--- src/rtl/hcic_pkg.sv ---
package hcic_pkg;
  localparam int NUM_SRC = 3;
  localparam int IDX_RX  = 0;
  localparam int IDX_TX  = 1;
  localparam int IDX_CMD = 2;

  typedef enum logic [1:0] {
    SRC_NONE = 2'd0,
    SRC_RX   = 2'd1,
    SRC_TX   = 2'd2,
    SRC_CMD  = 2'd3
  } irq_src_e;
endpackage

--- src/rtl/hcic_slot.sv ---
module hcic_slot #(
  parameter int DW            = 24,
  parameter bit FLAG_ON_WRITE = 1'b1,
  parameter bit FLAG_RST      = 1'b0
) (
  input  logic          clk,
  input  logic          rst,
  input  logic          wr,
  input  logic [DW-1:0] wdata,
  input  logic          rd,
  output logic          flag,
  output logic [DW-1:0] q
);
  // Writer side owns the word; a write beats a simultaneous read.
  always_ff @(posedge clk) begin
    if (rst) begin
      flag <= FLAG_RST;
      q    <= '0;
    end else if (wr) begin
      q    <= wdata;
      flag <= FLAG_ON_WRITE;
    end else if (rd) begin
      flag <= ~FLAG_ON_WRITE;
    end
  end
endmodule

--- src/rtl/hcic_cmdvec.sv ---
module hcic_cmdvec #(
  parameter int VEC_W = 7
) (
  input  logic           clk,
  input  logic           rst,
  input  logic           host_wr,
  input  logic [VEC_W:0] host_wdata,
  input  logic           ack,
  output logic [VEC_W:0] cmd_q,
  output logic           pending
);
  assign pending = cmd_q[VEC_W];

  always_ff @(posedge clk) begin
    if (rst) begin
      cmd_q <= '0;
    end else if (pending) begin
      // vector frozen while pending; only acknowledge drops the request
      if (ack) cmd_q[VEC_W] <= 1'b0;
    end else if (host_wr) begin
      cmd_q <= host_wdata;
    end
  end
endmodule

--- src/rtl/hcic_prio.sv ---
module hcic_prio
  import hcic_pkg::*;
#(
  parameter int VEC_W       = 7,
  parameter int ADDR_W      = VEC_W + 1,
  parameter int RX_VEC_ADDR = 'hF0,
  parameter int TX_VEC_ADDR = 'hF2
) (
  input  logic               clk,
  input  logic               rst,
  input  logic [NUM_SRC-1:0] req,
  input  logic [VEC_W-1:0]   vec,
  output logic               any_q,
  output logic [1:0]         src_q,
  output logic [ADDR_W-1:0]  addr_q
);
  logic [ADDR_W-1:0] addr_tab [NUM_SRC];
  logic [1:0]        code_tab [NUM_SRC];
  logic [ADDR_W-1:0] nxt_addr;
  logic [1:0]        nxt_src;

  always_comb begin
    addr_tab[IDX_RX]  = ADDR_W'(RX_VEC_ADDR);
    addr_tab[IDX_TX]  = ADDR_W'(TX_VEC_ADDR);
    addr_tab[IDX_CMD] = {vec, 1'b0};
    code_tab[IDX_RX]  = SRC_RX;
    code_tab[IDX_TX]  = SRC_TX;
    code_tab[IDX_CMD] = SRC_CMD;
  end

  // Scan lowest to highest priority so the highest active one is kept.
  localparam int ORDER [NUM_SRC] = '{IDX_TX, IDX_RX, IDX_CMD};

  always_comb begin
    nxt_addr = '0;
    nxt_src  = SRC_NONE;
    for (int i = 0; i < NUM_SRC; i++) begin
      if (req[ORDER[i]]) begin
        nxt_addr = addr_tab[ORDER[i]];
        nxt_src  = code_tab[ORDER[i]];
      end
    end
  end

  always_ff @(posedge clk) begin
    if (rst) begin
      any_q  <= 1'b0;
      src_q  <= SRC_NONE;
      addr_q <= '0;
    end else begin
      any_q  <= |req;
      src_q  <= nxt_src;
      addr_q <= nxt_addr;
    end
  end
endmodule

--- src/rtl/hcic_top.sv ---
module hcic_top
  import hcic_pkg::*;
#(
  parameter int DW          = 24,
  parameter int VEC_W       = 7,
  parameter int RX_VEC_ADDR = 'hF0,
  parameter int TX_VEC_ADDR = 'hF2
) (
  input  logic             clk,
  input  logic             rst,
  input  logic             host_wr_data,
  input  logic [DW-1:0]    host_wdata,
  input  logic             host_rd_data,
  output logic [DW-1:0]    host_rdata,
  input  logic             host_cmd_wr,
  input  logic [VEC_W:0]   host_cmd_wdata,
  output logic [VEC_W:0]   cmd_vec_q,
  input  logic             core_ctrl_wr,
  input  logic [2:0]       core_ctrl_wdata,
  output logic [2:0]       core_ctrl_q,
  output logic [2:0]       core_stat_q,
  input  logic             core_rx_rd,
  output logic [DW-1:0]    core_rx_data,
  input  logic             core_tx_wr,
  input  logic [DW-1:0]    core_tx_wdata,
  input  logic             core_ack,
  output logic             irq_rx,
  output logic             irq_tx,
  output logic             irq_cmd,
  output logic             irq_any,
  output logic [1:0]       irq_src,
  output logic [VEC_W:0]   irq_addr
);
  localparam int ADDR_W = VEC_W + 1;

  logic [NUM_SRC-1:0] flags;
  logic [NUM_SRC-1:0] reqs;
  logic               rx_full, tx_empty, cmd_pend;

  always_ff @(posedge clk) begin
    if (rst)               core_ctrl_q <= '0;
    else if (core_ctrl_wr) core_ctrl_q <= core_ctrl_wdata;
  end

  hcic_slot #(.DW(DW), .FLAG_ON_WRITE(1'b1), .FLAG_RST(1'b0)) rx_slot_i (
    .clk(clk), .rst(rst), .wr(host_wr_data), .wdata(host_wdata),
    .rd(core_rx_rd), .flag(rx_full), .q(core_rx_data)
  );

  hcic_slot #(.DW(DW), .FLAG_ON_WRITE(1'b0), .FLAG_RST(1'b1)) tx_slot_i (
    .clk(clk), .rst(rst), .wr(core_tx_wr), .wdata(core_tx_wdata),
    .rd(host_rd_data), .flag(tx_empty), .q(host_rdata)
  );

  hcic_cmdvec #(.VEC_W(VEC_W)) cmd_i (
    .clk(clk), .rst(rst), .host_wr(host_cmd_wr), .host_wdata(host_cmd_wdata),
    .ack(core_ack), .cmd_q(cmd_vec_q), .pending(cmd_pend)
  );

  assign flags[IDX_RX]  = rx_full;
  assign flags[IDX_TX]  = tx_empty;
  assign flags[IDX_CMD] = cmd_pend;
  assign core_stat_q    = flags;

  for (genvar g = 0; g < NUM_SRC; g++) begin : g_gate
    assign reqs[g] = flags[g] & core_ctrl_q[g];
  end

  assign irq_rx  = reqs[IDX_RX];
  assign irq_tx  = reqs[IDX_TX];
  assign irq_cmd = reqs[IDX_CMD];

  hcic_prio #(
    .VEC_W(VEC_W), .ADDR_W(ADDR_W),
    .RX_VEC_ADDR(RX_VEC_ADDR), .TX_VEC_ADDR(TX_VEC_ADDR)
  ) prio_i (
    .clk(clk), .rst(rst), .req(reqs), .vec(cmd_vec_q[VEC_W-1:0]),
    .any_q(irq_any), .src_q(irq_src), .addr_q(irq_addr)
  );
endmodule

--- config.mk ---
export PLATFORM = sky130hd
export DESIGN_NAME = hcic_top
export DESIGN_NICKNAME = d
export VERILOG_FILES = /design/src/rtl/hcic_pkg.sv /design/src/rtl/hcic_slot.sv /design/src/rtl/hcic_cmdvec.sv /design/src/rtl/hcic_prio.sv /design/src/rtl/hcic_top.sv
export SDC_FILE = /design/constraint.sdc
export NUM_CORES = 1
export LEC_CHECK = 0
export BUFFER_PORTS_ARGS = -buffer_cell sky130_fd_sc_hd__buf_4
export CAP_MARGIN = 5
export CORE_UTILIZATION = 30
export DETAILED_ROUTE_END_ITERATION = 8
export HOLD_SLACK_MARGIN = 0.05
export SYNTH_ARGS = -nofsm -noshare
export SYNTH_HDL_FRONTEND = slang
export SYNTH_SLANG_ARGS = --single-unit
--- constraint.sdc ---
create_clock -name clk -period 1.1 [get_ports clk]
set_clock_uncertainty 0.05 [all_clocks]
set_input_delay 0.22 -clock clk [delete_from_list [all_inputs] [get_ports clk]]
set_output_delay 0.22 -clock clk [all_outputs]
set_load 0.05 [all_outputs]
* Word-level counts from Yosys, hierarchy flattened
Cells that the tools add are included.
** Word-level totals
- Input bits :: 68
- Output and inout port bits :: 76
- Logic and storage cells :: 33
- Register bits after elaboration :: 72
** Cells by class
- Bitwise gates (word level) :: 4
- Multiplexer cells :: 13
- Reduce and logical (&&, ||, !) cells :: 5
** Operator list (count)
- 8-bit 2-to-1 mux :: 4
- 1-bit 2-to-1 mux :: 6
- 2-bit 2-to-1 mux :: 3
- 3-bit OR reduction :: 2
- 2-bit nonzero test :: 2
- 1-bit bitwise AND :: 3
- 2-bit AND reduction :: 1
- 1-bit NOT :: 1

* Depth between registers and ports, before layout
Gate-level depths: netlist of run 1.
- Depth after elaboration :: 4
- Depth in mapped cells :: 4

* Cells and area by module
From an unflattened synthesis of run 1, not the netlist that was laid out.
** Second synthesis, totals
- Cell total of the unflattened synthesis :: 246
- Area total of the unflattened synthesis :: 2680.1 um^2
** Modules (own cells, without submodules)
- hcic_slot (rx_slot_i) :: times used 1, sequential area each 500.5 um^2, area an instance 910.9 um^2, cells an instance 82
- hcic_slot (tx_slot_i) :: times used 1, sequential area each 500.5 um^2, area an instance 907.1 um^2, cells an instance 81
- hcic_cmdvec :: times used 1, sequential area each 160.2 um^2, area an instance 366.6 um^2, cells an instance 35
- hcic_prio :: times used 1, sequential area each 200.2 um^2, area an instance 352.8 um^2, cells an instance 33
- hcic_top :: times used 1, sequential area each 60.1 um^2, area an instance 142.6 um^2, cells an instance 15

* Least setup slack after synthesis of run 1
No wires, ideal clock.
- Path type :: register to register
- From :: register core_ctrl_q[1]
- To :: register prio_i.addr_q[1]
- Period minus slack after synthesis :: 1578 ps
- Slack :: -478 ps
- Buffers on the path :: 0
- Arrival time :: 1458 ps
- Cell stages (with the launch flop) :: 5
- Data required time :: 980 ps
- Setup time :: 70 ps
- Cells stage by stage :: dfxtp_1 -> nand2_1 -> inv_1 -> nand3_1 -> a21oi_1
** Between the ends
- Word-level cells in the longest chain between the ends :: 4
** RTL lines
- start: declaration :: line hcic_top.sv:20 : output logic [2:0] core_ctrl_q,
- start signal: assignment :: line hcic_top.sv:42 : else if (core_ctrl_wr) core_ctrl_q <= core_ctrl_wdata;
- 1-bit bitwise AND :: line hcic_top.sv:66 : assign reqs[g] = flags[g] & core_ctrl_q[g];
- via irq_tx :: line hcic_top.sv:28 : output logic irq_tx,
- 8-bit 2-to-1 mux (3 in a row) :: line hcic_prio.sv:38 : if (req[ORDER[i]]) begin
- end signal: assignment :: line hcic_prio.sv:53 : addr_q <= nxt_addr;
- end: declaration :: line hcic_prio.sv:15 : output logic [ADDR_W-1:0] addr_q
The timed path passes the listed nets, and every way through them passes these cells.
A chain may end at the register's enable or synchronous reset.

* Worst setup path in the final report of run 1
- From :: register tx_slot_i.flag
- To :: output irq_tx
** Between the ends
- Word-level cells in the longest chain between the ends :: 1
** RTL lines
- start: declaration :: line hcic_slot.sv:11 : output logic flag,
- start signal: assignment :: line hcic_slot.sv:23 : flag <= ~FLAG_ON_WRITE;
- 1-bit bitwise AND :: line hcic_top.sv:66
- end: declaration :: line hcic_top.sv:28
Every way passes these cells.

==> flow_summary.ini, run 1 <==
[critical_path]
crit_path_start_kind = flip-flop
cp_max_fo = 3
ff2ff_path_depth = 4
critPathLaunch = tx_slot_i.flag
worstReg2RegEnd = prio_i.addr_q[4]
rrSetupSlack_ns = -0.01
crit_arrival_ns = 1.03
cp.required_ns = 0.83
reg2reg_from = core_ctrl_q[2]
cp-endpoint = irq_tx
crit_type = flip-flop to primary output
end_kind = primary output

[synthesis]
synth_top_area_share_pct = 55.82
synth_fp_nets = 304
avgSynthCellArea_um2 = 10.79
synthTopCellsByArea = dfxtp_1, mux2i_1, nor2_1
yosys.area.top_type = dfxtp_1
ys_types = 17
syn_inst = 236
syn_area_um2 = 2546
ys_ff_latch = 71
ys_seq_area_share_pct = 55.82
ys_warn_count = 0

[layout]
final_common_cell = buf_4
num_antenna_cells = 0
final_cell_mix = buf_4, dfxtp_2, buf_8
stdcell_count = 526
drive_gt1_share_pct = 62.47
syn_to_final_growth_pct = 95.14
nNetsFinal = 484
stdcell_area_um2 = 4969

[outcome]
violations = negative setup slack
status = finished, violations left

[floorplanning]
die_y_um = 94.13
start_util_pct = 30.99
die_area_um2 = 8860
rows = 33
io_pins = 144
coreArea_um2 = 8217
die_width_um = 94.13

[clocking]
clkLatencyLatePin_ns = 0.34
clk_path_buf_depth = 2
clkSinkCount = 71
clockRootBuffer = clkbuf_8
numCtsBuffers = 9
clk_pin_slew_ns = 0.08
cts_tree = yes
htree_num_levels = 3

[global_route]
grt_pass1_wl_um = 10410
grt_max_degree = 32
grt-ovfl-total = 0
grt_pass1_vias = 2306
antenna_found_initial = 0
grtUsageTotal_pct = 15.41

[timing]
setup-violations-final = 44
setup_ws_ns = -0.2041
drv_slew = 0
rsz0062_at_grt = yes
period_share_pct = 118.6
fin_setup_tns_ns = -1.720
fmax_ghz = 0.7668
hold_violations = 0
fin_crit_ns = 1.304

[pwr]
ir_drop_v = 0.0007455
power_density_nw_per_um2 = 1371
p_leak_nw = 2.332
p_total_w = 0.006811

[routing]
wl_um = 6912
postRouteAntennaNets = 0
num_vias = 2232
drt-vias-per-instance = 4.243
drt-pass1-iter-count = 4
wl_per_cell_um = 13.14
drt_iter0_drc = 36
drc = 0

[job]
max_cap_violations = 0

[place]
placed_area_um2 = 3776
dp_hpwl_um = 4632
place.gp.congestion = 0.7385
io_buffers = 142
place_inst = 475

[worst_hold_path]
min_path_type = input port to flip-flop
-- timing repair --
action / CTS / global route
gates cloned: 0 / 0
buffers inserted: 10 / 3
setup endpoints to repair: 75 / 87
pin swaps: 1 / 2
hold buffers: 23 / 0
endpoints found under the hold margin: 23 / 0
gates resized for setup: 181 / 37
-- per-stage QoR --
step	setup slack [ns]	utilization, %	hold slack, ns
floorplan	-0.01271	-	0.2459
global placement	0.06170	45.96	0.4022
detailed placement	0.01541	45.96	0.4114
CTS	-0.2252	58.61	0.05078
global route	-0.2546	60.47	0.05639
finish	-0.2041	60.47	0.07059
-- worst min-delay path by stage --
stage	to	from	cells after the start	slack, ns
floorplan	prio_i.any_q	rst	1	0.25
detailed placement	rx_slot_i.q[13]	host_wdata[13]	3	0.41
CTS	rx_slot_i.q[0]	host_wdata[0]	3	0.05
global placement	rx_slot_i.q[22]	host_wdata[22]	3	0.40
finish	rx_slot_i.q[0]	host_wdata[0]	3	0.07
global route	rx_slot_i.q[0]	host_wdata[0]	3	0.06
-- Yosys cell counts, drive strengths merged --
| master | number |
|---|---|
| a21oi | 5 |
| a31oi | 1 |
| nor2b | 2 |
| nor3b | 2 |
| inv | 4 |
| conb | 1 |
| mux2i | 58 |
| nand3 | 2 |
| o21bai | 1 |
| o21a | 4 |
| dfxtp | 71 |
| nand2 | 4 |
| buf | 20 |
| nor2 | 61 |
-- logic make-up after synthesis --
logic type / after synthesis / share of synthesized area, %
multiplexers: 58 / 22.80
other: 1 / 0.1473
AO/OA/AOI/OAI: 11 / 3.292
flip-flops: 71 / 55.82
AND/OR/NAND/NOR: 71 / 11.15
buffers and inverters: 24 / 6.781
-- sequential cells by signal (all words and copies together), names as in the netlist --
name,count
prio_i.src_q,2
cmd_i.cmd_q,8
tx_slot_i.q,24
rx_slot_i.flag,1
prio_i.any_q,1
rx_slot_i.q,24
core_ctrl_q,3
tx_slot_i.flag,1
prio_i.addr_q,7
-- metal layers --
metal	track usage (%)	part of all wire (%)
met2	26.52	52
met3	6.230	7.9
met5	0	0
met1	17.20	40
met4	5.000	0.69
-- report_power, final --
group	internal, W	leakage (nW)	switching, W
Clock	0.00121	0.113	0.00104
Combinational	0.000814	1.61	0.000865
Sequential	0.00274	0.612	0.000135
-- final cells by class --
| cell class | instances | area (um2) |
|---|---|---|
| fill | 663 | 3248 |
| timing repair buffer | 189 | 2076 |
| sequential | 71 | 1523 |
| multi-input combinational | 141 | 992.2 |
| clock buffer | 10 | 148.9 |
| tap | 105 | 131.4 |
| clock inverter | 6 | 71.32 |
| inverter | 4 | 26.28 |
-- critical path, cell delays in order, from the launching register on --
cell and delay [ns]:
dfxtp_4 0.36, nand2_4 0.09, clkinvlp_4 0.10, buf_8 0.15
Power figures use the tool's default switching activity.
==> run 2: changes to the inputs <==
--- a/config.mk
+++ b/config.mk
@@ -12,4 +12,5 @@
 export HOLD_SLACK_MARGIN = 0.05
 export SYNTH_ARGS = -nofsm -noshare
 export SYNTH_HDL_FRONTEND = slang
+export SYNTH_HIERARCHICAL = 1
 export SYNTH_SLANG_ARGS = --single-unit
==> run 2 against run 1 <==
Compared with the run above:
- the run still ends with negative setup slack left
- largest cell class unchanged
- first-iteration DRC count rose by 94%
- count of clock-buffer cells in the layout rose by 2
- worst hold slack got worse by 0.0077 ns
- sequential share of layout area fell by 0.28 points
- cell area rose by 0.91%
- combinational power barely moved
- critical path depth fell by 1
- global-route usage fell by 0.57 points
- clock power fell by 12%
- wire length rose by 5.4%
- fmax rose by 3.4%
==> flow_summary.ini, run 2 <==
[outcome]
violations = negative setup slack
status = finished, violations left

[synthesis]
ys_seq_area_share_pct = 53.03
synth_top_area_share_pct = 53.03
synth_fp_nets = 314
synth-main-ff-cell = dfxtp_1
synthTopCellsByArea = dfxtp_1, mux2i_1, nor2_1
synth_most_common_cell = dfxtp_1
ys_warn_count = 6
synth_edf_count = 0
ys_types = 26
synth_common_cells = dfxtp_1, nor2_1, mux2i_1, nand2b_1
syn_area_um2 = 2680
yosys.area.top_type = dfxtp_1
synthArstFlopShare_pct = 0
syn_inst = 246
ys_ff_latch = 71
avgSynthCellArea_um2 = 10.89

[clocking]
cts_tree = yes
clk_pin_slew_ns = 0.08
clk_path_buf_depth = 2
htree_num_levels = 3
clockRootBuffer = clkbuf_8
clkLatencyLatePin_ns = 0.34
numCtsBuffers = 9
clkSinkCount = 71

[layout]
syn_to_final_growth_pct = 87.07
stdcell_count = 534
nNetsFinal = 489
final_common_cell = buf_4
final_cell_mix = buf_4, buf_8, dfxtp_2
drive_gt1_share_pct = 62.91
num_antenna_cells = 0
reg.largest.list = rx_slot_i/q x24, tx_slot_i/q x24, cmd_i/cmd_q x8

[pwr]
p_leak_nw = 2.312
power_density_nw_per_um2 = 1310
ir_drop_v = 0.0006521
p_total_w = 0.006568

[critical_path]
crit_path_start_kind = flip-flop
cp_max_fo = 3
end_kind = primary output
crit_type = flip-flop to primary output
cp.required_ns = 0.83
crit_arrival_ns = 0.99

[place]
dp_hpwl_um = 4645
place.gp.congestion = 0.7259
io_buffers = 142
place_inst = 484
dp_slack_ns = 0.06597

[floorplanning]
die_y_um = 96.52
die_area_um2 = 9315
coreArea_um2 = 8678
rows = 34
start_util_pct = 30.88
io_pins = 144
die_width_um = 96.52

[routing]
wl_um = 7287
drt-vias-per-instance = 4.386
wl_per_cell_um = 13.65
drt_iter0_drc = 70
drt-pass1-iter-count = 4
num_vias = 2342
drc = 0
postRouteAntennaNets = 0

[job]
max_cap_violations = 0

[global_route]
grtUsageTotal_pct = 14.84
grt_pass1_wl_um = 10220
grt-ovfl-total = 0
grt_pass1_vias = 2217
grt_max_degree = 34
antenna_found_initial = 0

[timing]
setup_ws_ns = -0.1610
rsz0062_at_grt = yes
timing.hold.ws_ns = 0.06288
fin_setup_tns_ns = -1.510
period_share_pct = 114.6
drv_slew = 0
fin_crit_ns = 1.261
setup-violations-final = 55
hold_violations = 0
fmax_ghz = 0.7930

[worst_hold_path]
min_path_type = input port to flip-flop
## run 2: cell count changes after synthesis, sizes merged, moves of 3 or more
cell,change
nand2,-4
mux2i,-7
o21ai,+7
nand4bb,+7
clkbuf,+3
buf,-3
nor3,+5
nand2b,+10
o21a,-4
nor2,-6
and2,+3
## run 2: path summary, 6_finish.rpt
check | depth (start not counted) | endpoint | slack [ns] | start
worst max-delay path | 2 | irq_rx | -0.16 | rx_slot_i/flag
worst min-delay path | 3 | rx_slot_i/q[21] | 0.06 | host_wdata[21]
worst max register to register | 4 | prio_i/addr_q[4] | -0.07 | core_ctrl_q[0]
worst min register to register | 2 | tx_slot_i/q[13] | 0.46 | tx_slot_i/q[13]
## run 2: metrics by stage
stage	util [%]	cell area [um2]
4_1_cts	55.35	4803
3_5_place_dp	44.20	3836
2_1_floorplan	-	2700
6_report	57.77	5014
3_3_place_gp	44.20	3836
5_1_grt	57.77	5014
## run 2: layout make-up
cell class	instances	area [um2]
clock buffers	12	166.4
clock inverters	4	26.28
fillers	736	3665
inverters	2	7.507
multi-input cells	153	1107
flip-flops and latches	71	1523
well taps	108	135.1
repair buffers	184	2048
## run 2: kinds of logic after synthesis
family	count (synthesis)	share of synthesized area (%)
AND/OR/NAND/NOR	89	17.93
flip-flops	71	53.03
multiplexers	51	19.05
buffers and inverters	22	7.283
AO/OA/AOI/OAI	12	2.568
other	1	0.1399
## run 2: per-layer routing
metal / wire, um / track usage, % / share of wire (%)
met1: 2951 / 16.03 / 40
met2: 3682 / 25.00 / 51
met3: 560 / 6.964 / 7.7
met5: 0 / 0 / 0
met4: 93 / 6.005 / 1.3
## run 2: timing repair
| action | 4_1_cts | 5_1_grt |
|---|---|---|
| setup buffers | 13 | 3 |
| setup endpoints to repair | 75 | 89 |
| pin swaps | 9 | 7 |
| hold endpoints to repair | 13 | 5 |
| hold buffers | 13 | 5 |
| gates resized for setup | 191 | 35 |
## run 2: critical path: stages, from the launching register on
cell	delay (ns)
dfxtp_2	0.36
and2_4	0.15
buf_8	0.14
## run 2: power breakdown
part	total (W)	leakage [nW]	switching [W]	internal, W
Clock	0.00198	0.0941	0.000969	0.00102
Combinational	0.00171	1.61	0.000884	0.000829
Sequential	0.00287	0.612	0.000128	0.00274
==> run 3: changes to the inputs <==
==> constraint.sdc (replaced) <==
create_clock -name clk -period 1.1 [get_ports clk]
set_clock_uncertainty 0.05 [all_clocks]
set_input_delay 0.22 -clock clk [delete_from_list [all_inputs] [get_ports clk]]
set_output_delay 0.22 -clock clk [all_outputs]
set_load 0.005 [all_outputs]
==> run 3 against run 2 <==
Compared with the run above:
- the flow still finishes with violations (negative setup slack)
- first-iteration DRC count decreased by 39%
- register-to-register slack about the same
- flip-flop and latch count unchanged
- global-route usage decreased by 1.0 points
- critical path depth unchanged
- count of clock-buffer cells in the layout decreased by 3
- via count decreased by 3.2%
- fmax increased by 5.7%
- core utilization decreased by 7.3 points
- largest power group unchanged
- highest routed layer unchanged
==> flow_summary.ini, run 3 (same netlist as run 2, synthesis figures left out) <==
[layout]
stdcell_count = 522
stdcell_area_um2 = 4383
num_antenna_cells = 0
reg.largest.list = rx_slot_i/q x24, tx_slot_i/q x24, cmd_i/cmd_q x8
nFillCells = 808
final_common_cell = buf_4
final_cell_mix = buf_4, nor2_1, mux2i_1
nNetsFinal = 478
syn_to_final_growth_pct = 63.54
drive_gt1_share_pct = 56.28

[floorplanning]
die_area_um2 = 9315
coreArea_um2 = 8678
start_util_pct = 30.88
die_y_um = 96.52
io_pins = 144
die_width_um = 96.52
rows = 34

[routing]
wl_per_cell_um = 12.55
drt-pass1-iter-count = 5
drt_iter0_drc = 43
wl_um = 6552
postRouteAntennaNets = 0
drt-vias-per-instance = 4.341
drc = 0
num_vias = 2266

[timing]
rsz0062_at_grt = yes
period_share_pct = 108.4
setup_ws_ns = -0.09254
fmax_ghz = 0.8385
hold_violations = 0
setup-violations-final = 15
fin_crit_ns = 1.193
drv_slew = 0

[global_route]
grt_max_degree = 32
grtUsageMet3_pct = 5.086
grt_pass1_wl_um = 9722
use_met2_pct = 24.18
grtUsageTotal_pct = 13.81
grt_pass1_vias = 2111
met1_usage_pct = 15.04
antenna_found_initial = 0
busiest_layer = met2
grt-ovfl-total = 0

[pwr]
p_leak_nw = 2.130
ir_drop_v = 0.0007383
power_density_nw_per_um2 = 1310

[critical_path]
crit_arrival_ns = 0.92
critPathBufInv = 1
cp.required_ns = 0.83
crit_type = flip-flop to primary output
cp_top_family = flip-flops
slowest_delay_ns = 0.32
critPathLaunch = rx_slot_i/flag
crit_slowest_cell = dfxtp_2
reg2reg_from = core_ctrl_q[1]
end_kind = primary output
cp_max_fo = 2
cp_cell_sequence = and2_4, buf_6
crit_path_start_kind = flip-flop

[clocking]
clk_pin_slew_ns = 0.08
clkSinkCount = 71
clockRootBuffer = clkbuf_8
clkLatencyLatePin_ns = 0.34
cts_tree = yes
htree_num_levels = 3
numCtsBuffers = 9
clk_path_buf_depth = 2

[place]
io_buffers = 142
placed_area_um2 = 3845
place.gp.congestion = 0.7327
dp_hpwl_um = 4689
place_inst = 486
dp_slack_ns = -0.02883

[job]
max_cap_violations = 0

[outcome]
status = finished, violations left
violations = negative setup slack

[worst_hold_path]
min_path_type = input port to flip-flop
holdCritStartpoint = core_tx_wdata[5]
## run 3: timing repair
item,CTS,global route
hold buffers,8,0
buffers inserted,7,6
hold endpoints to repair,8,0
setup endpoints to repair,19,54
resized for setup,28,43
pin swaps,7,6
## run 3: per-stage QoR
step	setup TNS (ns)	hold WS, ns	utilization (%)	power, W
after floorplan	0	0.2424	-	0.003217
after global placement	0	0.4010	44.31	0.003691
after detailed placement	-0.05761	0.4135	44.31	0.003706
after CTS	-0.9045	0.05070	48.67	0.005795
after global routing	-1.963	0.05008	50.50	0.006046
final	-1.074	0.06580	50.50	0.005740
## run 3: tightest hold or removal path: stages
cell	delay, ns
buf_4	0.08
mux2i_1	0.05
nor2_1	0.07
## run 3: layer usage
layer | routed length (um) | up-vias | part of all wire [%]
met1 | 2626 | 1031 | 40
met2 | 3269 | 89 | 50
met4 | 76 | 0 | 1.2
met3 | 579 | 8 | 8.8
met5 | 0 | - | 0
li1 | - | 1138 | -
## run 3: final timing paths
path              cells past startpoint             end  slack, ns
setup / recovery                      2          irq_rx      -0.09
hold / removal                        3  tx_slot_i/q[5]       0.07
setup reg to reg                      4    prio_i/any_q      -0.08
hold reg to reg                       2  tx_slot_i/q[5]       0.44
## run 3: where the power goes
group          total (W)  leakage, nW  internal (W)  switching (W)
clock network    0.00198       0.0953       0.00103       0.000951
registers        0.00281        0.597       0.00273      0.0000796
logic           0.000948         1.44      0.000608       0.000340
total            0.00574         2.13       0.00437        0.00137
## run 3: layout make-up
type	count	area [um2]	area share [%]
multi-input combinational	153	1120	25.55
clock buffer	9	123.9	2.826
timing repair buffer	173	1469	33.51
tap	108	135.1	3.083
sequential	71	1466	33.46
inverter	2	7.507	0.1713
clock inverter	6	61.31	1.399
